File: config.mk
export PLATFORM = sky130hd
export DESIGN_NAME = pixlink_ser7
export DESIGN_NICKNAME = d
export VERILOG_FILES = /design/src/rtl/pixlink_pkg.sv /design/src/rtl/pixlink_capture.sv /design/src/rtl/pixlink_ctrl.sv /design/src/rtl/pixlink_lane.sv /design/src/rtl/pixlink_ser7.sv
export SDC_FILE = /design/constraint.sdc
export NUM_CORES = 1
export LEC_CHECK = 0
export BUFFER_PORTS_ARGS = -buffer_cell sky130_fd_sc_hd__buf_4
export CORE_ASPECT_RATIO = 0.5
export CORE_MARGIN = 2
export CORE_UTILIZATION = 40
export CTS_CLUSTER_SIZE = 16
export DETAILED_ROUTE_END_ITERATION = 16
export PLACE_DENSITY = 0.58
export SLEW_MARGIN = 20
export SYNTH_ARGS = -nofsm -noshare
export SYNTH_HDL_FRONTEND = slang
export SYNTH_HIERARCHICAL = 1
export SYNTH_SLANG_ARGS = --single-unit
File: constraint.sdc
create_clock -name bit_clk -period 1.45 [get_ports bit_clk]
set_input_delay 0.29 -clock bit_clk [delete_from_list [all_inputs] [get_ports bit_clk]]
set_output_delay 0.29 -clock bit_clk [all_outputs]
set_load 0.01 [all_outputs]
File: src/rtl/pixlink_pkg.sv
package pixlink_pkg;

  // Link sequencing state.
  typedef enum logic [1:0] {
    LK_DARK  = 2'd0,  // outputs dark, no fresh word held
    LK_ARMED = 2'd1,  // a word is held, waiting for the next pixel rise
    LK_LIVE  = 2'd2   // streaming
  } link_state_e;

  // Number of bit slots in which the framing lane is high.
  function automatic int high_slots(input int lane_w);
    return (lane_w + 1) / 2;
  endfunction

endpackage

File: src/rtl/pixlink_capture.sv
module pixlink_capture #(
  parameter int LANE_W     = 7,
  parameter int N_LANES    = 4,
  parameter int IDLE_LIMIT = 32,
  localparam int WORD_W    = LANE_W * N_LANES
) (
  input  logic              clk,
  input  logic              rst_n,
  input  logic              run_en,
  input  logic              pix_clk,
  input  logic              edge_rise,
  input  logic              wide_color,
  input  logic [WORD_W-1:0] pix_word,
  output logic              rise_seen,
  output logic              cap_seen,
  output logic              idle_trip,
  output logic [WORD_W-1:0] hold_word
);

  localparam int CW = $clog2(IDLE_LIMIT + 1);
  localparam logic [CW-1:0] CNT_MAX = CW'(IDLE_LIMIT);
  localparam logic [CW-1:0] CNT_TRIP = CW'(IDLE_LIMIT - 1);

  logic              pclk_q;
  logic              fall_seen;
  logic [CW-1:0]     idle_cnt;
  logic [WORD_W-1:0] keep_mask;

  // Pixel clock history, sampled on the bit clock.
  always_ff @(posedge clk) begin
    if (!rst_n) pclk_q <= 1'b0;
    else        pclk_q <= pix_clk;
  end

  assign rise_seen = pix_clk & ~pclk_q;
  assign fall_seen = ~pix_clk & pclk_q;
  assign cap_seen  = run_en & (edge_rise ? rise_seen : fall_seen);

  // The top lane's bits are kept only in wide colour mode.
  for (genvar n = 0; n < N_LANES; n++) begin : g_mask
    if (n == N_LANES - 1) begin : g_opt
      assign keep_mask[n*LANE_W +: LANE_W] = {LANE_W{wide_color}};
    end else begin : g_fix
      assign keep_mask[n*LANE_W +: LANE_W] = {LANE_W{1'b1}};
    end
  end

  always_ff @(posedge clk) begin
    if (!rst_n)        hold_word <= '0;
    else if (cap_seen) hold_word <= pix_word & keep_mask;
  end

  // Count bit clocks since the last rising pixel edge.
  always_ff @(posedge clk) begin
    if (!rst_n)                idle_cnt <= '0;
    else if (rise_seen)        idle_cnt <= '0;
    else if (idle_cnt != CNT_MAX) idle_cnt <= idle_cnt + 1'b1;
  end

  assign idle_trip = ~rise_seen & (idle_cnt >= CNT_TRIP);

endmodule

File: src/rtl/pixlink_ctrl.sv
module pixlink_ctrl
  import pixlink_pkg::*;
#(
  parameter int LANE_W = 7
) (
  input  logic clk,
  input  logic rst_n,
  input  logic run_en,
  input  logic rise_seen,
  input  logic cap_seen,
  input  logic idle_trip,
  output logic load,
  output logic live,
  output logic frame_clk
);

  localparam int SW = $clog2(LANE_W);
  localparam logic [SW-1:0] SLOT_LAST = SW'(LANE_W - 1);
  localparam logic [SW-1:0] SLOT_HI   = SW'(high_slots(LANE_W));

  link_state_e state_q, state_d;
  logic [SW-1:0] slot_q;

  // A held word is sent from the next rising pixel edge.
  assign load = run_en & rise_seen & (state_q != LK_DARK);

  always_comb begin
    state_d = state_q;
    if (!run_en || idle_trip) begin
      state_d = LK_DARK;
    end else begin
      unique case (state_q)
        LK_DARK:  if (cap_seen) state_d = LK_ARMED;
        LK_ARMED: if (rise_seen) state_d = LK_LIVE;
        LK_LIVE:  state_d = LK_LIVE;
        default:  state_d = LK_DARK;
      endcase
    end
  end

  always_ff @(posedge clk) begin
    if (!rst_n) state_q <= LK_DARK;
    else        state_q <= state_d;
  end

  // Slot counter: restarts on load and holds at the last slot.
  always_ff @(posedge clk) begin
    if (!rst_n)                  slot_q <= SLOT_LAST;
    else if (load)               slot_q <= '0;
    else if (slot_q != SLOT_LAST) slot_q <= slot_q + 1'b1;
  end

  assign live      = (state_q == LK_LIVE);
  assign frame_clk = live & (slot_q < SLOT_HI);

endmodule

File: src/rtl/pixlink_lane.sv
module pixlink_lane #(
  parameter int LANE_W = 7
) (
  input  logic              clk,
  input  logic              rst_n,
  input  logic              load,
  input  logic [LANE_W-1:0] par_in,
  input  logic              lane_on,
  input  logic              live,
  output logic              ser_out
);

  logic [LANE_W-1:0] shreg;

  // Load on slot 0, then shift the most-significant bit out first.
  always_ff @(posedge clk) begin
    if (!rst_n)    shreg <= '0;
    else if (load) shreg <= par_in;
    else           shreg <= {shreg[LANE_W-2:0], 1'b0};
  end

  assign ser_out = live & lane_on & shreg[LANE_W-1];

endmodule

File: src/rtl/pixlink_ser7.sv
module pixlink_ser7 #(
  parameter int LANE_W     = 7,
  parameter int N_LANES    = 4,
  parameter int IDLE_LIMIT = 32,
  localparam int WORD_W    = LANE_W * N_LANES
) (
  input  logic               bit_clk,
  input  logic               rst_n,
  input  logic               pix_clk,
  input  logic               run_en,
  input  logic               edge_rise,
  input  logic               wide_color,
  input  logic [WORD_W-1:0]  pix_word,
  output logic [N_LANES-1:0] lane_data,
  output logic               lane_clk
);

  logic              rise_seen;
  logic              cap_seen;
  logic              idle_trip;
  logic              load;
  logic              live;
  logic [WORD_W-1:0] hold_word;

  pixlink_capture #(
    .LANE_W     (LANE_W),
    .N_LANES    (N_LANES),
    .IDLE_LIMIT (IDLE_LIMIT)
  ) u_capture (
    .clk        (bit_clk),
    .rst_n      (rst_n),
    .run_en     (run_en),
    .pix_clk    (pix_clk),
    .edge_rise  (edge_rise),
    .wide_color (wide_color),
    .pix_word   (pix_word),
    .rise_seen  (rise_seen),
    .cap_seen   (cap_seen),
    .idle_trip  (idle_trip),
    .hold_word  (hold_word)
  );

  pixlink_ctrl #(
    .LANE_W (LANE_W)
  ) u_ctrl (
    .clk       (bit_clk),
    .rst_n     (rst_n),
    .run_en    (run_en),
    .rise_seen (rise_seen),
    .cap_seen  (cap_seen),
    .idle_trip (idle_trip),
    .load      (load),
    .live      (live),
    .frame_clk (lane_clk)
  );

  for (genvar n = 0; n < N_LANES; n++) begin : g_lane
    logic lane_on;
    if (n == N_LANES - 1) begin : g_opt
      assign lane_on = wide_color;
    end else begin : g_fix
      assign lane_on = 1'b1;
    end

    pixlink_lane #(
      .LANE_W (LANE_W)
    ) u_lane (
      .clk     (bit_clk),
      .rst_n   (rst_n),
      .load    (load),
      .par_in  (hold_word[n*LANE_W +: LANE_W]),
      .lane_on (lane_on),
      .live    (live),
      .ser_out (lane_data[n])
    );
  end

endmodule

After elaboration in Yosys (flattened, before gate mapping)
Index checks and enable logic that the tools add are counted.
{"block": "op_classes", "order_cmp": 2, "reduce_logical": 10, "eq_ne": 6, "add_sub_neg": 2, "n_mux": 10, "bitwise_logic": 17}
{"op": "$and 28x28->28", "n": 1}
{"op": "$mux 7", "n": 4}
{"op": "$and 1x1->1", "n": 12}
{"op": "$add 6x1->6 const B", "n": 1}
{"op": "$ge 6x5->1 const B", "n": 1}
{"op": "$mux 3", "n": 2}
{"op": "$ne 6x6->1 const B", "n": 1}
{"op": "$pmux 2 s3", "n": 1}
{"op": "$reduce_or 2->1", "n": 3}
{"op": "$mux 2", "n": 2}
{"op": "$ne 2x2->1 const B", "n": 2}
{"op": "$not 1->1", "n": 4}
{"op": "$reduce_and 2->1", "n": 2}
{"op": "$reduce_bool 2->1", "n": 2}
{"op": "$add 3x1->3 const B", "n": 1}
{"op": "$lt 3x3->1 const B", "n": 1}
{"op": "$ne 3x3->1 const B", "n": 1}
{"op": "$eq 2x1->1 const B", "n": 1}
{"op": "$eq 2x2->1 const B", "n": 1}
{"op": "$logic_not 2->1", "n": 1}
{"op": "$logic_not 1->1", "n": 1}
{"op": "$logic_or 1x1->1", "n": 1}
{"op": "$mux 1", "n": 1}
{"block": "word_totals", "register_bits": 68}

Logic depth before layout (Yosys ltp)
{"block": "depth", "depth_word": 6, "mapped_depth": 7, "mapped_depth_nobuf": 6}

Hierarchy
Netlist, hierarchy kept.
{"module": "pixlink_capture", "area_per_inst_um2": 1471.4, "n_inst": 1, "cells_each": 162}
{"module": "pixlink_lane", "area_per_inst_um2": 262.8, "n_inst": 4, "cells_each": 22}
{"module": "pixlink_ctrl", "area_per_inst_um2": 272.8, "n_inst": 1, "cells_each": 30}
{"module": "pixlink_ser7", "area_per_inst_um2": 3.8, "n_inst": 1, "cells_each": 1}

Least setup slack after synthesis
Ideal clock, no wire load.
{"block": "synth_timing", "path_type": "register to register", "startpoint": "reg u_capture.pclk_q", "endpoint": "reg u_ctrl.state_q[0]", "stages_incl_launch_ff": 8, "synth_period_minus_slack_ns": 1.544, "arrival_time_ns": 1.474, "slack_ns": -0.094, "n_path_buf": 1, "required_time_ns": 1.380, "cell_sequence": "dfxtp_1 > nand2b_2 > inv_1 > a31o_1 > buf_4 > nor2b_1 > or3b_1 > a21oi_1"}
{"block": "synth_between", "elab_chain_cells": 6}
{"element": "start, declared", "line_no": "pixlink_capture.sv:24", "source": "logic pclk_q;"}
{"element": "start signal, assigned", "line_no": "pixlink_capture.sv:32", "source": "else pclk_q <= pix_clk;"}
{"element": "$not 1->1", "line_no": "pixlink_capture.sv:35", "source": "assign rise_seen = pix_clk & ~pclk_q;"}
{"element": "$and 1x1->1", "line_no": "pixlink_capture.sv:35"}
{"element": "via rise_seen", "line_no": "pixlink_ser7.sv:18", "source": "logic rise_seen;"}
{"element": "$mux 1", "line_no": "pixlink_capture.sv:37", "source": "assign cap_seen = run_en & (edge_rise ? rise_seen : fall_seen);"}
{"element": "$and 1x1->1", "line_no": "pixlink_capture.sv:37"}
{"element": "via cap_seen", "line_no": "pixlink_ser7.sv:19", "source": "logic cap_seen;"}
{"element": "$ne 2x2->1 (no line)"}
{"element": "$reduce_and 2->1 (no line)"}
{"element": "end signal, assigned", "line_no": "pixlink_ctrl.sv:43", "source": "else state_q <= state_d;"}
{"element": "end, declared", "line_no": "pixlink_ctrl.sv:21", "source": "link_state_e state_q, state_d;"}
The timed path passes the listed nets, and every way through them passes these cells.
A chain may end at the register's enable or synchronous reset.

Worst setup path after layout
{"block": "layout_timing", "startpoint": "reg u_ctrl.state_q[0]", "endpoint": "out lane_data[1]"}
{"block": "layout_between", "elab_chain_cells": 2}
{"element": "$eq 2x2->1", "line_no": "pixlink_ctrl.sv:53", "source": "assign live = (state_q == LK_LIVE);"}
{"element": "via live", "line_no": "pixlink_ser7.sv:22", "source": "logic live;"}
{"element": "$and 1x1->1", "line_no": "pixlink_lane.sv:22", "source": "assign ser_out = live & lane_on & shreg[LANE_W-1];"}
{"element": "end, declared", "line_no": "pixlink_ser7.sv:14", "source": "output logic [N_LANES-1:0] lane_data,"}
The timed path passes the listed nets, and every way through them passes these cells.

==> flow_summary_export.csv <==
group,metric,value,unit
status,status,"finished, violations left",
status,violations,"negative setup slack",
layout,diodes,0,
layout,drive_gt1_frac,0.235,
layout,design_area,3530,um2
synthesis,synth.distinct_cells,29,
critical_path,cp_top_family,"flip-flops",
synthesis,avgSynthCellArea,9.96,um2
synthesis,syn-cell-area,2800,um2
timing,rsz0062_at_grt,"yes",
timing,hold_viol_final,0,
clock_network,cts_tree,"yes",
timing,fin_skew,0.00333,ns
global_route,grt_max_degree,41,
clock_network,clock-sinks,68,
global_route,gr-total-overflow,0,
critical_path,critPathArrivalTime,1.19,ns
floorplanning,chipWidth,122,um
timing,finalSetupViolations,5,
global_route,grt_pass1_vias,1995,
drt,drtIter0Drc,110,
hold_path,holdCritPathClass,"in -> reg",
drt,dr_total_vias,1972,
run,drv_cap,0,
hold_path,min_from,"pix_clk",
floorplanning,num_rows,21,
timing,layout_setup_ws,-0.0275,ns
clock_network,ctsHoldBuffers,0,
floorplanning,ios,39,
placed_design,hpwl,3250,um
critical_path,cp_num_buf_inv,2,
hold_path,whs_endpoint,"u_capture/pclk_q",
critical_path,crit_fanout,5,
timing,period_needed,1.48,ns
synthesis,yosys_warnings,6,
clock_network,cts_buffers,9,
floorplanning,start_util,0.416,
timing,timing.final.crit_share,1.02,
placed_design,port_buffers,38,
critical_path,rr_worst_depth,5,
floorplanning,die_y,63.2,um
synthesis,netlist_instances,281,
clock_network,worst_skew_pair.late_latency,0.32,ns
critical_path,worstPathCellList,"inv_2, ha_4, and3_1, buf_4",
floorplanning,dieArea,7720,um2
power,powerDensity,1180,nW/um2
global_route,grt_use_total,0.145,
placed_design,dp_slack,-0.0529,ns
critical_path,r2r_end,"u_ctrl/state_q[0]",
critical_path,crit_path_start_kind,"flop",
hold_path,min_path_cells,2,
timing,max_freq,0.677,GHz
drt,viasPerCell,4.70,
power,vdd_drop_max,0.528,mV
critical_path,r2r_slack,0.04,ns
critical_path,critical_path_class,"reg -> out",
drt,detail-route-antenna-nets,0,
floorplanning,core_area,6730,um2
critical_path,end_kind,"output port",
clock_network,clock-root-buffer,"clkbuf_16",
drt,post-route-drc-count,0,
clock_network,path_clk_slew,0.05,ns
synthesis,synth_top_area_cell,"dfxtp_1",
drt,drt_wl_total,4960,um
clock_network,h-tree-depth,3,
layout,nets,365,
synthesis,synth_seq_cells,68,
drt,avgRoutedWirePerCell,11.8,um
synthesis,synth_area_leaders,"dfxtp_1, mux2i_1, nand2_1",
critical_path,crit_path_top_delay_cell,"dfxtp_2",
layout,syn2layout_area_growth,26.2,%
critical_path,critPathMaxStageDelay,0.33,ns
drt,dr.pass1.iters,4,
power,total_power,4.16,mW
global_route,grt_pass1_wl,8570,um
critical_path,r2r-start,"u_ctrl/state_q[1]",
synthesis,synth_top_area_share,0.486,
critical_path,crit_required,1.16,ns
global_route,antenna_found_initial,0,
placed_design,gp_congestion,0.667,
synthesis,seq_area_frac_synth,0.486,
clock_network,cts_buffer_depth,2,
power,leakagePower,1.32,nW
timing,slew_violations,0,
placed_design,placed_area,3210,um2
==> metal layers <==
metal  GRT usage  vias to the layer above  wire [um]
met3      0.0616                        6        254
met5           0                        -          0
met2       0.252                       36       2310
met1       0.155                      906       2320
met4      0.0560                        0         70
li1            -                     1024          -
==> per-stage QoR <==
stage / hold WS, ns / cells / setup TNS [ns] / util
2_1_floorplan: 0.366 / 283 / 0 / -
3_3_place_gp: 0.438 / 404 / 0 / 0.477
3_5_place_dp: 0.449 / 404 / -0.102 / 0.477
4_1_cts: 0.204 / 420 / -0.218 / 0.522
5_1_grt: 0.213 / 420 / -0.692 / 0.525
6_report: 0.212 / 420 / -0.112 / 0.525
==> sequential cells by signal, indices dropped and copies added (netlist names) <==
| name | cells |
|---|---|
| g_lane.u_lane/shreg | 28 |
| u_capture/hold_word | 28 |
| u_ctrl/slot_q | 3 |
| u_ctrl/state_q | 2 |
| u_capture/pclk_q | 1 |
| u_capture/idle_cnt | 6 |
==> where the power goes <==
| group | leakage, nW | total (mW) | switching [mW] | internal [mW] |
|---|---|---|---|---|
| Clock | 0.131 | 1.89 | 0.717 | 1.17 |
| Sequential | 0.551 | 1.97 | 0.0411 | 1.93 |
| Combinational | 0.636 | 0.305 | 0.140 | 0.166 |
| Total | 1.32 | 4.16 | 0.897 | 3.27 |
==> cells in the mapped netlist <==
cell type / instances
o21ai_0: 5
nand3_1: 13
and2_1: 1
nor4bb_1: 1
ha_1: 6
conb_1: 1
nand2b_2: 1
and4b_1: 1
xor2_1: 3
or3b_1: 2
buf_4: 1
nand2_1: 53
nor2_1: 3
a2111oi_0: 1
a31o_1: 1
or3_1: 1
nand3b_1: 1
xnor2_1: 2
mux2i_1: 54
dfxtp_1: 68
a21oi_1: 3
a41oi_1: 1
nor3_1: 3
clkbuf_1: 8
nor2b_1: 27
inv_1: 6
and3_1: 4
buf_6: 6
and3_2: 4
==> worst reg2reg max path: cells and delay by family, from the launching register on <==
family                   cells  cell delay (ns)
adder cells (fa/ha/maj)      1             0.22
AND/OR/NAND/NOR              2             0.56
AO/OA/AOI/OAI                1             0.12
buffers and inverters        1             0.08
flip-flops                   1             0.36
==> layout make-up <==
cell class	count	area, um2
inverter	6	25.0
fill	631	3190
clock buffer	11	243
multi-input combinational	194	1370
clock inverter	3	15.0
sequential	68	1360
tap	92	115
timing repair buffer	46	403
==> cells in the final DEF, fill, tap and decap left out, drive strengths merged, types with 5 or more instances in the layout <==
master	netlist	final
and3	8	8
buf	7	46
clkbuf	8	11
dfxtp	68	68
ha	6	6
inv	6	6
mux2i	54	54
nand2	53	53
nand3	13	13
nor2b	27	27
o21ai	5	5
==> how the worst max path moves through the flow <==
stage / cells past startpoint / end / startpoint / slack [ns]
global placement: 6 / u_ctrl/state_q[1] / pix_clk / 0.005
finish: 4 / lane_data[1] / u_ctrl/state_q[0] / -0.03
floorplan: 6 / u_ctrl/state_q[0] / edge_rise / 0.01
global route: 4 / lane_clk / u_ctrl/state_q[0] / -0.08
CTS: 4 / lane_data[2] / u_ctrl/state_q[0] / -0.04
detailed placement: 6 / u_ctrl/state_q[0] / pix_clk / -0.05
==> kinds of logic (layout without fill, tap and decap cells) <==
| family | count (synthesis) | after routing | synth area share |
|---|---|---|---|
| simple gates | 115 | 115 | 0.207 |
| flops | 68 | 68 | 0.486 |
| compound gates | 11 | 11 | 0.0237 |
| mux | 54 | 54 | 0.193 |
| xor+xnor | 5 | 5 | 0.0156 |
| fa+ha+maj | 6 | 6 | 0.0268 |
| buf+inv | 21 | 66 | 0.0456 |
| other cells | 1 | 3 | 0.00134 |
==> repair_timing <==
| item | in CTS | in global routing |
|---|---|---|
| pin swaps | 2 | 3 |
| gates resized for setup | 7 | 7 |
| setup buffers | 2 | 0 |
| endpoints found under the setup margin | 6 | 31 |
| hold endpoints to repair | 0 | 0 |
| gates cloned | 0 | 0 |
(Power assumes the default switching activity.)
